===== src/rtl/irq_agg_pkg.sv =====
package irq_agg_pkg;

    localparam int unsigned LINE_W     = 32;
    localparam int unsigned CFG_ADDR_W = 3;

    typedef logic [LINE_W-1:0]     line_vec_t;
    typedef logic [CFG_ADDR_W-1:0] cfg_addr_t;

    // Byte offsets inside the 8-byte window
    localparam cfg_addr_t OFS_ENABLE = 3'h0;
    localparam cfg_addr_t OFS_STATUS = 3'h4;

    // Software-visible configuration kept by the register file
    typedef struct packed {
        line_vec_t en;
        line_vec_t fwd;
    } cfg_state_t;

    // Vector with the n lowest bits set
    function automatic line_vec_t low_ones(input int unsigned n);
        line_vec_t v;
        v = '0;
        for (int unsigned i = 0; i < LINE_W; i++) begin
            if (i < n) v[i] = 1'b1;
        end
        return v;
    endfunction

endpackage


===== src/rtl/irq_agg_regs.sv =====
module irq_agg_regs
    import irq_agg_pkg::*;
#(
    parameter line_vec_t CONN_MASK    = '0,
    parameter line_vec_t FWD_CAP_MASK = '0,
    parameter line_vec_t FWD_INIT     = '0
) (
    input  logic      clk_i,
    input  logic      rst_i,
    input  logic      cfg_wr_i,
    input  cfg_addr_t cfg_addr_i,
    input  line_vec_t cfg_wdata_i,
    input  line_vec_t retained_i,
    output line_vec_t cfg_rdata_o,
    output line_vec_t en_o,
    output line_vec_t fwd_o
);

    localparam cfg_state_t RESET_STATE = '{en: '0, fwd: FWD_INIT & FWD_CAP_MASK};

    cfg_state_t st_d, st_q;
    line_vec_t  status;

    // Next-state computation for the configuration words
    always_comb begin
        st_d = st_q;
        if (cfg_wr_i) begin
            if (cfg_addr_i == OFS_ENABLE) begin
                st_d.en = cfg_wdata_i & CONN_MASK;
            end else if (cfg_addr_i == OFS_STATUS) begin
                st_d.fwd = cfg_wdata_i & FWD_CAP_MASK;
            end
        end
    end

    always_ff @(posedge clk_i) begin
        if (rst_i) begin
            st_q <= RESET_STATE;
        end else begin
            st_q <= st_d;
        end
    end

    // Forwarded lines are already removed from retained_i
    assign status = retained_i & CONN_MASK;

    always_comb begin
        if (cfg_addr_i == OFS_ENABLE) begin
            cfg_rdata_o = st_q.en;
        end else if (cfg_addr_i == OFS_STATUS) begin
            cfg_rdata_o = status;
        end else begin
            cfg_rdata_o = '0;
        end
    end

    assign en_o  = st_q.en;
    assign fwd_o = st_q.fwd;

endmodule


===== src/rtl/irq_agg_fwd.sv =====
module irq_agg_fwd
    import irq_agg_pkg::*;
#(
    parameter int unsigned NUM_FWD = 3
) (
    input  line_vec_t          line_i,
    input  line_vec_t          sel_i,
    output logic [NUM_FWD-1:0] steer_o,
    output line_vec_t          retained_o
);

    // One steering gate per forward-capable line; other lines pass straight through
    for (genvar j = 0; j < LINE_W; j++) begin : g_line
        if (j < NUM_FWD) begin : g_gate
            assign steer_o[j]    = line_i[j] & sel_i[j];
            assign retained_o[j] = line_i[j] & ~sel_i[j];
        end else begin : g_pass
            assign retained_o[j] = line_i[j];
        end
    end

endmodule


===== src/rtl/irq_agg_group.sv =====
module irq_agg_group
    import irq_agg_pkg::*;
#(
    parameter int unsigned                         NUM_PARENTS  = 2,
    parameter logic [NUM_PARENTS-1:0][LINE_W-1:0] MAP_MASKS    = '0,
    parameter bit                                  WAKE_CAPABLE = 1'b1
) (
    input  logic                   clk_i,
    input  logic                   rst_i,
    input  line_vec_t              live_i,
    output logic [NUM_PARENTS-1:0] parent_o,
    output logic                   wake_o
);

    typedef struct packed {
        logic [NUM_PARENTS-1:0] par;
        logic                   wake;
    } grp_state_t;

    grp_state_t             st_d, st_q;
    logic [NUM_PARENTS-1:0] hit;
    logic                   wake_hit;

    // One OR tree per parent output
    for (genvar k = 0; k < NUM_PARENTS; k++) begin : g_parent
        assign hit[k] = |(live_i & MAP_MASKS[k]);
    end

    if (WAKE_CAPABLE) begin : g_wake
        assign wake_hit = |live_i;
    end else begin : g_nowake
        assign wake_hit = 1'b0;
    end

    always_comb begin
        st_d      = st_q;
        st_d.par  = hit;
        st_d.wake = wake_hit;
    end

    always_ff @(posedge clk_i) begin
        if (rst_i) begin
            st_q <= '0;
        end else begin
            st_q <= st_d;
        end
    end

    assign parent_o = st_q.par;
    assign wake_o   = st_q.wake;

endmodule


===== src/rtl/irq_cascade_agg.sv =====
module irq_cascade_agg
    import irq_agg_pkg::*;
#(
    parameter int unsigned                     NUM_PARENTS  = 2,
    parameter logic [NUM_PARENTS-1:0][31:0]    MAP_MASKS    = {32'h0000_0140, 32'h0000_0EBF},
    parameter int unsigned                     NUM_FWD      = 3,
    parameter logic [31:0]                     FWD_INIT     = 32'h0000_0007,
    parameter bit                              WAKE_CAPABLE = 1'b1
) (
    input  logic                   clk_i,
    input  logic                   rst_i,
    input  logic [31:0]            irq_i,
    input  logic                   cfg_wr_i,
    input  logic [2:0]             cfg_addr_i,
    input  logic [31:0]            cfg_wdata_i,
    output logic [31:0]            cfg_rdata_o,
    output logic [NUM_PARENTS-1:0] parent_irq_o,
    output logic [NUM_FWD-1:0]     fwd_irq_o,
    output logic                   wake_o
);

    function automatic line_vec_t fold_maps();
        line_vec_t acc;
        acc = '0;
        for (int unsigned k = 0; k < NUM_PARENTS; k++) begin
            acc = acc | MAP_MASKS[k];
        end
        return acc;
    endfunction

    localparam line_vec_t FWD_CAP_MASK = low_ones(NUM_FWD);
    localparam line_vec_t CONN_MASK    = fold_maps() | FWD_CAP_MASK;

    line_vec_t en_vec;
    line_vec_t fwd_vec;
    line_vec_t retained;
    line_vec_t live;

    irq_agg_fwd #(
        .NUM_FWD (NUM_FWD)
    ) u_fwd (
        .line_i     (irq_i),
        .sel_i      (fwd_vec),
        .steer_o    (fwd_irq_o),
        .retained_o (retained)
    );

    irq_agg_regs #(
        .CONN_MASK    (CONN_MASK),
        .FWD_CAP_MASK (FWD_CAP_MASK),
        .FWD_INIT     (FWD_INIT)
    ) u_regs (
        .clk_i       (clk_i),
        .rst_i       (rst_i),
        .cfg_wr_i    (cfg_wr_i),
        .cfg_addr_i  (cfg_addr_i),
        .cfg_wdata_i (cfg_wdata_i),
        .retained_i  (retained),
        .cfg_rdata_o (cfg_rdata_o),
        .en_o        (en_vec),
        .fwd_o       (fwd_vec)
    );

    // The enable word only holds connected bits
    assign live = retained & en_vec;

    irq_agg_group #(
        .NUM_PARENTS  (NUM_PARENTS),
        .MAP_MASKS    (MAP_MASKS),
        .WAKE_CAPABLE (WAKE_CAPABLE)
    ) u_group (
        .clk_i    (clk_i),
        .rst_i    (rst_i),
        .live_i   (live),
        .parent_o (parent_irq_o),
        .wake_o   (wake_o)
    );

endmodule


===== config.mk =====
export PLATFORM = sky130hd
export DESIGN_NAME = irq_cascade_agg
export DESIGN_NICKNAME = d
export VERILOG_FILES = /design/src/rtl/irq_agg_pkg.sv /design/src/rtl/irq_agg_regs.sv /design/src/rtl/irq_agg_fwd.sv /design/src/rtl/irq_agg_group.sv /design/src/rtl/irq_cascade_agg.sv
export SDC_FILE = /design/constraint.sdc
export NUM_CORES = 1
export LEC_CHECK = 0
export BUFFER_PORTS_ARGS = -buffer_cell sky130_fd_sc_hd__buf_2
export CORE_MARGIN = 2
export CORE_UTILIZATION = 35
export DETAILED_ROUTE_END_ITERATION = 7
export HOLD_SLACK_MARGIN = 0.06
export PLACE_DENSITY = 0.79
export SYNTH_ARGS = -nofsm -noshare
export SYNTH_HDL_FRONTEND = slang
export SYNTH_SLANG_ARGS = --single-unit
export TNS_END_PERCENT = 1

===== constraint.sdc =====
create_clock -name clk_i -period 2 [get_ports clk_i]
set_input_delay 0.2 -clock clk_i [delete_from_list [all_inputs] [get_ports clk_i]]
set_output_delay 0.2 -clock clk_i [all_outputs]
set_load 0.02 [all_outputs]

==> metrics, run 1 <==
most instantiated cells after synthesis=24 x nand2_1, 20 x buf_4, 18 x dfxtp_1, 15 x a21oi_1, 11 x nor2_1; post-synth top area cell=dfxtp_1; P_int=around 0.00053 W; setup bufs post-CTS=0; vias in the first global route=approximately 830; register area share after synthesis=between 30% and 40%; antenna cells=0; DRC=0; Die Ht=around 60 µm; asr flop ratio synth=0%; Tot GR Track Use=roughly 13%; minimum clock period=1270 ps; Comb pwr share=20.4%; Synth Area in Simple Gates=25.2%; die width=59.5 µm; Synthesis Warnings=0; grt ovf=0; final period utilization=a little under two thirds; largest family of logic cells by synthesized area=simple AND/OR/NAND/NOR gates; RSZ-0062 raised after global routing=false; final setup vio count=0; post-CTS sizing=0; crit path capture type=output port; crit-path most repeated cell=buf_2; CTS root buf=clkbuf_4; CP Launch Point=cfg_addr_i[1]; Leak=around 0.60 nW; R2R Path Start=u_regs.en_o[9]; TritonCTS clock tree=built; worst reg2reg path depth=3; hold_buf cts=0; f_max=approximately 0.79 GHz; CTS Buf Count=3; worst r2r dst=u_group.wake_o; Yosys cell types=27; initial core utilization=35.9%; max_cap viols=0; 1st-iter DRT viols=15; Most used DFF post-synth=dfxtp_1; Clk network pwr share=29.7%; ranking of synthesized cells by area=dfxtp_1 33%, buf_4 14%, mux2i_1 8.4%; drt first pass iters=5; synthesized area=between 1000 and 1500 µm²; number of routed nets with antenna violations=0; Slew Limit Fails=0; count leader, synth=nand2_1; CP max-delay cell=or2_2; synthesized flop and latch total=18; sequential power share=about half; Setup TNS=0 ps; Final Hold Viols=0; Setup CP Type=input pin to output port; Startpoint Class=input pin; post-synthesis adder-cell area fraction=0%; post-synth top area share=33.4%; Clock Pin Slew Worst Setup and Hold Paths=100 ps; Power Density=roughly 590 nW/µm²; post-DR wirelength/cell=11.0 µm; R2R setup slack=910 ps; Sw Pwr=~0.00022 W; CTS H-tree lvls=1; IO Pins=approximately 110; worst hold path type=input pin to flip-flop; Stages on worst setup path=4; Core ar.=3000 µm²; largest net degree at the start of global routing=19; status=finished clean; # fillers=approximately 330; Synth Instances=134; Site Rows=20; Worst EP arrival=around 1100 ps; post-DP HPWL=1770 µm; Max VDD drop=0.000164 V; Final Cell Area=between 1000 and 1500 µm²; placed instance area=between 1000 and 1500 µm²; delay-heaviest family, CP=simple AND/OR/NAND/NOR gates; share of cells above drive strength 1=a little under a third; CP Max Fanout=12; clock sinks=18; crit path to=cfg_rdata_o[1]; CTS max path bufs=2; die area=~3500 µm²; post-synthesis compound-gate area fraction=about 14%; Cell Count, Final, Fillers Out=approximately 210; switch share=28.8%; Worst Skew=~2.8 ps; clock latency on the worst-skew pair=~290 ps; first-pass GRT wire length=approximately 3400 µm; vias after detailed routing=between 900 and 1,000; Mapped Avg Cell Area=~8.0 µm²; drt total wl=2330 µm; WP data required=about 1800 ps; gpl congestion=around 0.7; number of port buffers=47; WP buf/inv=2; layout net count=about 250; mux contribution to synthesized area=around 8.4%; initial antenna violation count=0; crit-path max cell delay=about 420 ps; drt via density=~4.6; P&R area growth vs syn=18.3%; fraction of synthesized cell area in xor and xnor cells=0%; EDFF count, synth=0; Inst Count DP=207; CP cell instances=buf_2, or2_2, a21oi_1, buf_2
[metrics by stage]
stage               util [%]  worst slack [ps]  total power [W]  hold slack (ps)
CTS                     42.5               706         0.000758              118
detailed placement      41.3               621         0.000535              429
global route            42.5               650         0.000783              118
floorplan                  -               740         0.000513              318
global placement        41.3               628         0.000532              421
finish                  42.5               728         0.000747              126
[worst min-delay path by stage]
stage | from | end | slack [ps] | cells after the start
global placement | cfg_wdata_i[2] | u_regs.fwd_o[2] | 420 | 2
global route | cfg_wdata_i[2] | u_regs.fwd_o[2] | 120 | 2
CTS | cfg_wdata_i[0] | u_regs.fwd_o[0] | 120 | 2
floorplan | cfg_wdata_i[1] | u_regs.fwd_o[1] | 320 | 1
finish | cfg_wdata_i[0] | u_regs.fwd_o[0] | 130 | 2
detailed placement | cfg_wdata_i[0] | u_regs.fwd_o[0] | 430 | 2
[cell type report]
type	instances	area, µm²	share of cell area, %
sequential	18	360	28.2
inverter	1	3.75	0.294
tap	33	41.3	3.24
multi-input combinational	107	592	46.4
timing repair buffer	48	243	19.0
clock buffer	4	36.3	2.84
[state kept, by name (all words and copies together), names as in the netlist]
register	flops
u_group.wake_o	1
u_group.parent_o	2
u_regs.fwd_o	3
u_regs.en_o	12
[power groups by stage]
stage	clock network [W]	logic, W	registers (W)
after global placement	0	0.000152	0.000381
final	0.000222	0.000153	0.000373
after floorplan	0	0.000130	0.000383
after detailed placement	0	0.000154	0.000381
after global routing	0.000242	0.000167	0.000374
after CTS	0.000231	0.000154	0.000373
[logic make-up after synthesis]
group,count (synthesis)
other,1
buffers and inverters,28
AO/OA/AOI/OAI,25
flip-flops,18
AND/OR/NAND/NOR,53
multiplexers,9
[layer usage]
metal  GRT usage, %  vias to the layer above  part of all wire (%)
li1               -                      502                     -
met3           1.53                        2                   6.0
met2           22.8                       31                    50
met5              0                        -                     0
met1           14.5                      426                    42
met4           6.67                        0                   1.2
[layout by cell type, fill, tap and decap left out, drive strengths merged, types with 4 or more instances in the layout]
master / count
a21oi: 15
buf: 48
mux2i: 9
conb: 20
nor2: 11
nand2: 24
clkbuf: 4
dfxtp: 18
Power figures use the tool's default switching activity.
==> run 2: changes to the inputs <==
--- a/config.mk
+++ b/config.mk
@@ -7,10 +7,10 @@
 export LEC_CHECK = 0
 export BUFFER_PORTS_ARGS = -buffer_cell sky130_fd_sc_hd__buf_2
 export CORE_MARGIN = 2
-export CORE_UTILIZATION = 35
+export CORE_UTILIZATION = 32
 export DETAILED_ROUTE_END_ITERATION = 7
 export HOLD_SLACK_MARGIN = 0.06
-export PLACE_DENSITY = 0.79
+export PLACE_DENSITY = 0.76
 export SYNTH_ARGS = -nofsm -noshare
 export SYNTH_HDL_FRONTEND = slang
 export SYNTH_SLANG_ARGS = --single-unit
==> constraint.sdc (replaced) <==
create_clock -name clk_i -period 1.03 [get_ports clk_i]
set_input_delay 0.103 -clock clk_i [delete_from_list [all_inputs] [get_ports clk_i]]
set_output_delay 0.103 -clock clk_i [all_outputs]
set_load 0.02 [all_outputs]
==> metrics, run 2 (synthesis gave the netlist of run 1 again) <==
status=complete, but fails checks; antenna cells=0; minimum clock period=between 1000 and 1500 ps; worst setup slack after layout=-184 ps; CTS max path bufs=2; drt total wl=around 2600 µm; f_max=a little over 0.8 GHz; Pwr Total=~0.0015 W; area of the multi-input gates=601 µm²; Core ar.=~3300 µm²; CP Max Fanout=2; crit path capture type=output port; # fillers=approximately 350; final period utilization=118%; worst reg2reg path depth=3; WP buf/inv=2; Setup TNS=-1000 ps; Tot GR Track Use=between 10 and 15%; Setup CP Type=flip-flop to output port; hold_ws=110 ps; Max Used Layer=met4; initial core utilization=between 30 and 40%; post-DR wirelength/cell=10.7 µm; Final Cell Area=approximately 1500 µm²; routed wl met3=203 µm; CP cell instances=buf_6, mux2i_1, nor2_1, buf_4; number of port buffers=47; crit-path max cell delay=approximately 350 ps; Worst EP arrival=roughly 1100 ps; clock latency on the worst-skew pair=around 290 ps; 1st-iter DRT viols=22; vias after detailed routing=1,047; Largest register FFs=12; IO Pins=between 100 and 150; worst r2r dst=u_group.wake_o; RSZ-0062 raised after global routing=true; CTS Buf Count=3; met2 routed WL=approximately 1300 µm; largest net degree at the start of global routing=19; Slew Limit Fails=0; wl on met1=about 1100 µm; drt via density=approximately 4.3; vias in the first global route=879; Cell Count, Final, Fillers Out=between 200 and 250; DRC=0; number of routed nets with antenna violations=0; post-DP HPWL=around 1900 µm; initial antenna violation count=0; R2R setup slack=-40 ps; crit path to=cfg_rdata_o[9]; Stages on worst setup path=4; max_cap viols=0; clock sinks=18; die area=3850 µm²; WP data required=between 900 and 1000 ps; register area=374 µm²; drt first pass iters=4; P&R area growth vs syn=41.1%; Site Rows=21; Power Density=roughly 1000 nW/µm²; grt ovf=0; share of cells above drive strength 1=38.5%; layout net count=~270; die width=slightly above 60 µm; most frequent cells in the layout=32 x buf_2, 24 x nand2_1, 20 x conb_1; Worst Skew=6.56 ps; Inst Count DP=around 220; Clock Pin Slew Worst Setup and Hold Paths=100 ps; CP Launch Point=u_regs.en_o[9]; Final Hold Viols=0; worst hold path type=input pin to flip-flop; Max VDD drop=0.000486 V; Die Ht=62.1 µm; CTS root buf=clkbuf_4; first-pass GRT wire length=slightly below 4000 µm; Leak=roughly 0.69 nW; R2R Path Start=u_regs.en_o[9]; CP max-delay cell=dfxtp_2; Hold Path Origin=irq_i[6]; gpl congestion=between 0.7 and 0.8; delay-heaviest family, CP=flip-flops; final setup vio count=14; failing checks=negative setup slack; Startpoint Class=flip-flop; commonest non-fill, non-tap cell in the layout=buf_2; CTS H-tree lvls=1; TritonCTS clock tree=built; placed instance area=1290 µm²
==> run 2: routing by layer <==
layer,global-route usage [%],vias to the layer above
met1,16.8,470
met3,2.48,2
li1,-,538
met4,3.65,0
met5,0,-
met2,24.4,37
==> run 2: where the power goes <==
group	internal [W]	switching, W	leakage, nW
Sequential	0.000716	0.0000107	0.149
Combinational	0.000161	0.000204	0.520
Clock	0.000215	0.000214	0.0210
==> run 2: final cells by class <==
type | count | area share, %
clock buffer | 4 | 2.38
tap | 46 | 3.78
inverter | 1 | 0.247
timing repair buffer | 65 | 29.5
sequential | 18 | 24.6
multi-input combinational | 107 | 39.5
==> run 2: worst min-delay path by stage <==
stage | depth (start not counted) | endpoint | slack, ps
6_report | 3 | u_group.parent_o[1] | 110
5_1_grt | 3 | u_group.parent_o[1] | 140
4_1_cts | 3 | u_group.parent_o[1] | 120
3_5_place_dp | 2 | u_regs.fwd_o[2] | 320
3_3_place_gp | 2 | u_regs.fwd_o[2] | 320
2_1_floorplan | 1 | u_regs.fwd_o[1] | 220
==> run 2: metrics by stage <==
step | utilization, % | worst slack [ps]
4_1_cts | 45.3 | -170
3_3_place_gp | 39.2 | -116
2_1_floorplan | - | -58.8
5_1_grt | 46.3 | -255
3_5_place_dp | 39.2 | -124
6_report | 46.3 | -184
==> run 2: tightest hold or removal path, delay by kind of cell <==
kind	cells	cell delay [ps]
buf+inv	1	90
compound gates	1	90
simple gates	1	90
==> run 2: what timing repair did <==
action / in CTS / in global routing
endpoints found under the setup margin: 16 / 17
pin swaps: 1 / 2
setup buffers: 0 / 1
endpoints found under the hold margin: 15 / 0
gates resized for setup: 22 / 10
hold buffers: 12 / 0
==> run 3: changes to the inputs <==
--- a/config.mk
+++ b/config.mk
@@ -6,11 +6,13 @@
 export NUM_CORES = 1
 export LEC_CHECK = 0
 export BUFFER_PORTS_ARGS = -buffer_cell sky130_fd_sc_hd__buf_2
+export CAP_MARGIN = 25
 export CORE_MARGIN = 2
-export CORE_UTILIZATION = 32
+export CORE_UTILIZATION = 30
 export DETAILED_ROUTE_END_ITERATION = 7
+export GPL_TIMING_DRIVEN = 0
 export HOLD_SLACK_MARGIN = 0.06
-export PLACE_DENSITY = 0.76
+export PLACE_DENSITY = 0.72
 export SYNTH_ARGS = -nofsm -noshare
 export SYNTH_HDL_FRONTEND = slang
 export SYNTH_SLANG_ARGS = --single-unit
==> metrics, run 3 (synthesis gave the netlist of run 1 again) <==
worst hold path type=input pin to flip-flop; drt first pass iters=4; initial antenna violation count=0; drt via density=around 4.3; vias after detailed routing=1,107; worst reg2reg path depth=3; Worst Skew=~3.1 ps; Largest register FFs=12; CP Launch Point=u_regs.fwd_o[2]; 1st-iter DRT viols=26; vias in the first global route=about 1,100; Final Hold Viols=0; status=complete, but fails checks; Power Density=around 900 nW/µm²; CTS Buf Count=3; RSZ-0062 raised after global routing=true; IO Pins=108; Die Ht=about 64 µm; post-DP HPWL=2090 µm; die area=around 4100 µm²; most frequent cells in the layout=32 x buf_2, 31 x buf_4, 24 x nand2_1; Setup CP Type=flip-flop to output port; antenna cells=0; commonest non-fill, non-tap cell in the layout=buf_2; CTS root buf=clkbuf_4; number of port buffers=45; first-pass GRT wire length=~4600 µm; largest net degree at the start of global routing=11; R2R Path Start=u_regs.en_o[9]; grt ovf=0; Startpoint Class=flip-flop; R2R setup slack=-80 ps; final setup vio count=14; WP data required=930 ps; Setup TNS=-852 ps; Clock Pin Slew Worst Setup and Hold Paths=around 100 ps; # fillers=332; clock sinks=18; Worst EP arrival=1100 ps; share of cells above drive strength 1=~46%; gpl congestion=approximately 0.76; die width=64.0 µm; Tot GR Track Use=between 10% and 20%; number of routed nets with antenna violations=0; layout net count=about 290; CP Max Fanout=4; P&R area growth vs syn=55.7%; worst r2r dst=u_group.wake_o; crit path capture type=output port; f_max=0.829 GHz; TritonCTS clock tree=built; initial core utilization=31.8%; Slew Limit Fails=0; Max VDD drop=approximately 0.00035 V; Site Rows=21; setup bufs post-CTS=0; failing checks=negative setup slack; final period utilization=117%; post-DR wirelength/cell=about 11 µm; Leak=0.785 nW; dpl ws=-288 ps; DRC=0; CTS max path bufs=2; crit path to=cfg_rdata_o[2]; drt total wl=just under 3000 µm; clock latency on the worst-skew pair=290 ps; minimum clock period=1210 ps; Core ar.=roughly 3400 µm²; worst setup slack after layout=-176 ps; max_cap viols=0; CTS H-tree lvls=1
## run 3: cell types whose count changed in the layout (fill, tap and decap cells not counted), sizes merged
cell    previous run  this run
buf               53        69
clkbuf             4         6
## run 3: layout make-up
class                      instances  area, µm²  share of cell area, %
multi-input combinational        107        618                   36.8
inverter                           1       3.75                  0.224
buffer                            27        204                   12.1
tap                               46       57.6                   3.43
sequential                        18        375                   22.4
clock buffer                       3       22.5                   1.34
timing repair buffer              57        398                   23.7
## run 3: how the worst min path moves through the flow
stage / from / end / slack [ps] / cells past startpoint
2_1_floorplan: cfg_wdata_i[1] / u_regs.fwd_o[1] / 220 / 1
3_3_place_gp: cfg_wdata_i[0] / u_regs.fwd_o[0] / 330 / 2
3_5_place_dp: cfg_wdata_i[1] / u_regs.fwd_o[1] / 330 / 2
4_1_cts: irq_i[6] / u_group.parent_o[1] / 120 / 3
5_1_grt: cfg_addr_i[2] / u_regs.en_o[11] / 130 / 4
6_report: irq_i[6] / u_group.parent_o[1] / 120 / 3
## run 3: metrics by stage
stage	util [%]	instance area [µm²]	std cells	total power (W)	hold WS, ps
after floorplan	-	1150	153	0.000996	221
after global placement	42.3	1430	244	0.00110	327
after detailed placement	42.3	1430	244	0.00111	332
after CTS	48.5	1650	259	0.00151	124
after global routing	49.5	1680	259	0.00161	131
final	49.5	1680	259	0.00151	121
## run 3: metal layers
layer	track usage (%)	wire, µm	vias to the layer above
li1	-	-	571
met1	16.8	1260	490
met2	26.3	1440	42
met3	1.06	154	4
met4	7.61	54	0
met5	0	0	-
## run 3: critical path, stage by stage, from the launching register on
cell and delay [ps]:
dfxtp_2 340, nand3b_1 170, a21oi_2 150, buf_4 150
## run 3: repair_timing
| action | in CTS | in global routing |
|---|---|---|
| endpoints found under the setup margin | 16 | 17 |
| gates cloned | 0 | 0 |
| gates resized for setup | 31 | 12 |
| hold buffers | 12 | 0 |
| hold endpoints to repair | 15 | 0 |
| pin swaps | 0 | 1 |
## run 3: report_power, final
part	internal, W	switching [W]
Sequential	0.000716	0.0000113
Clock	0.000136	0.000210
Combinational	0.000215	0.000223
Total	0.00107	0.000444
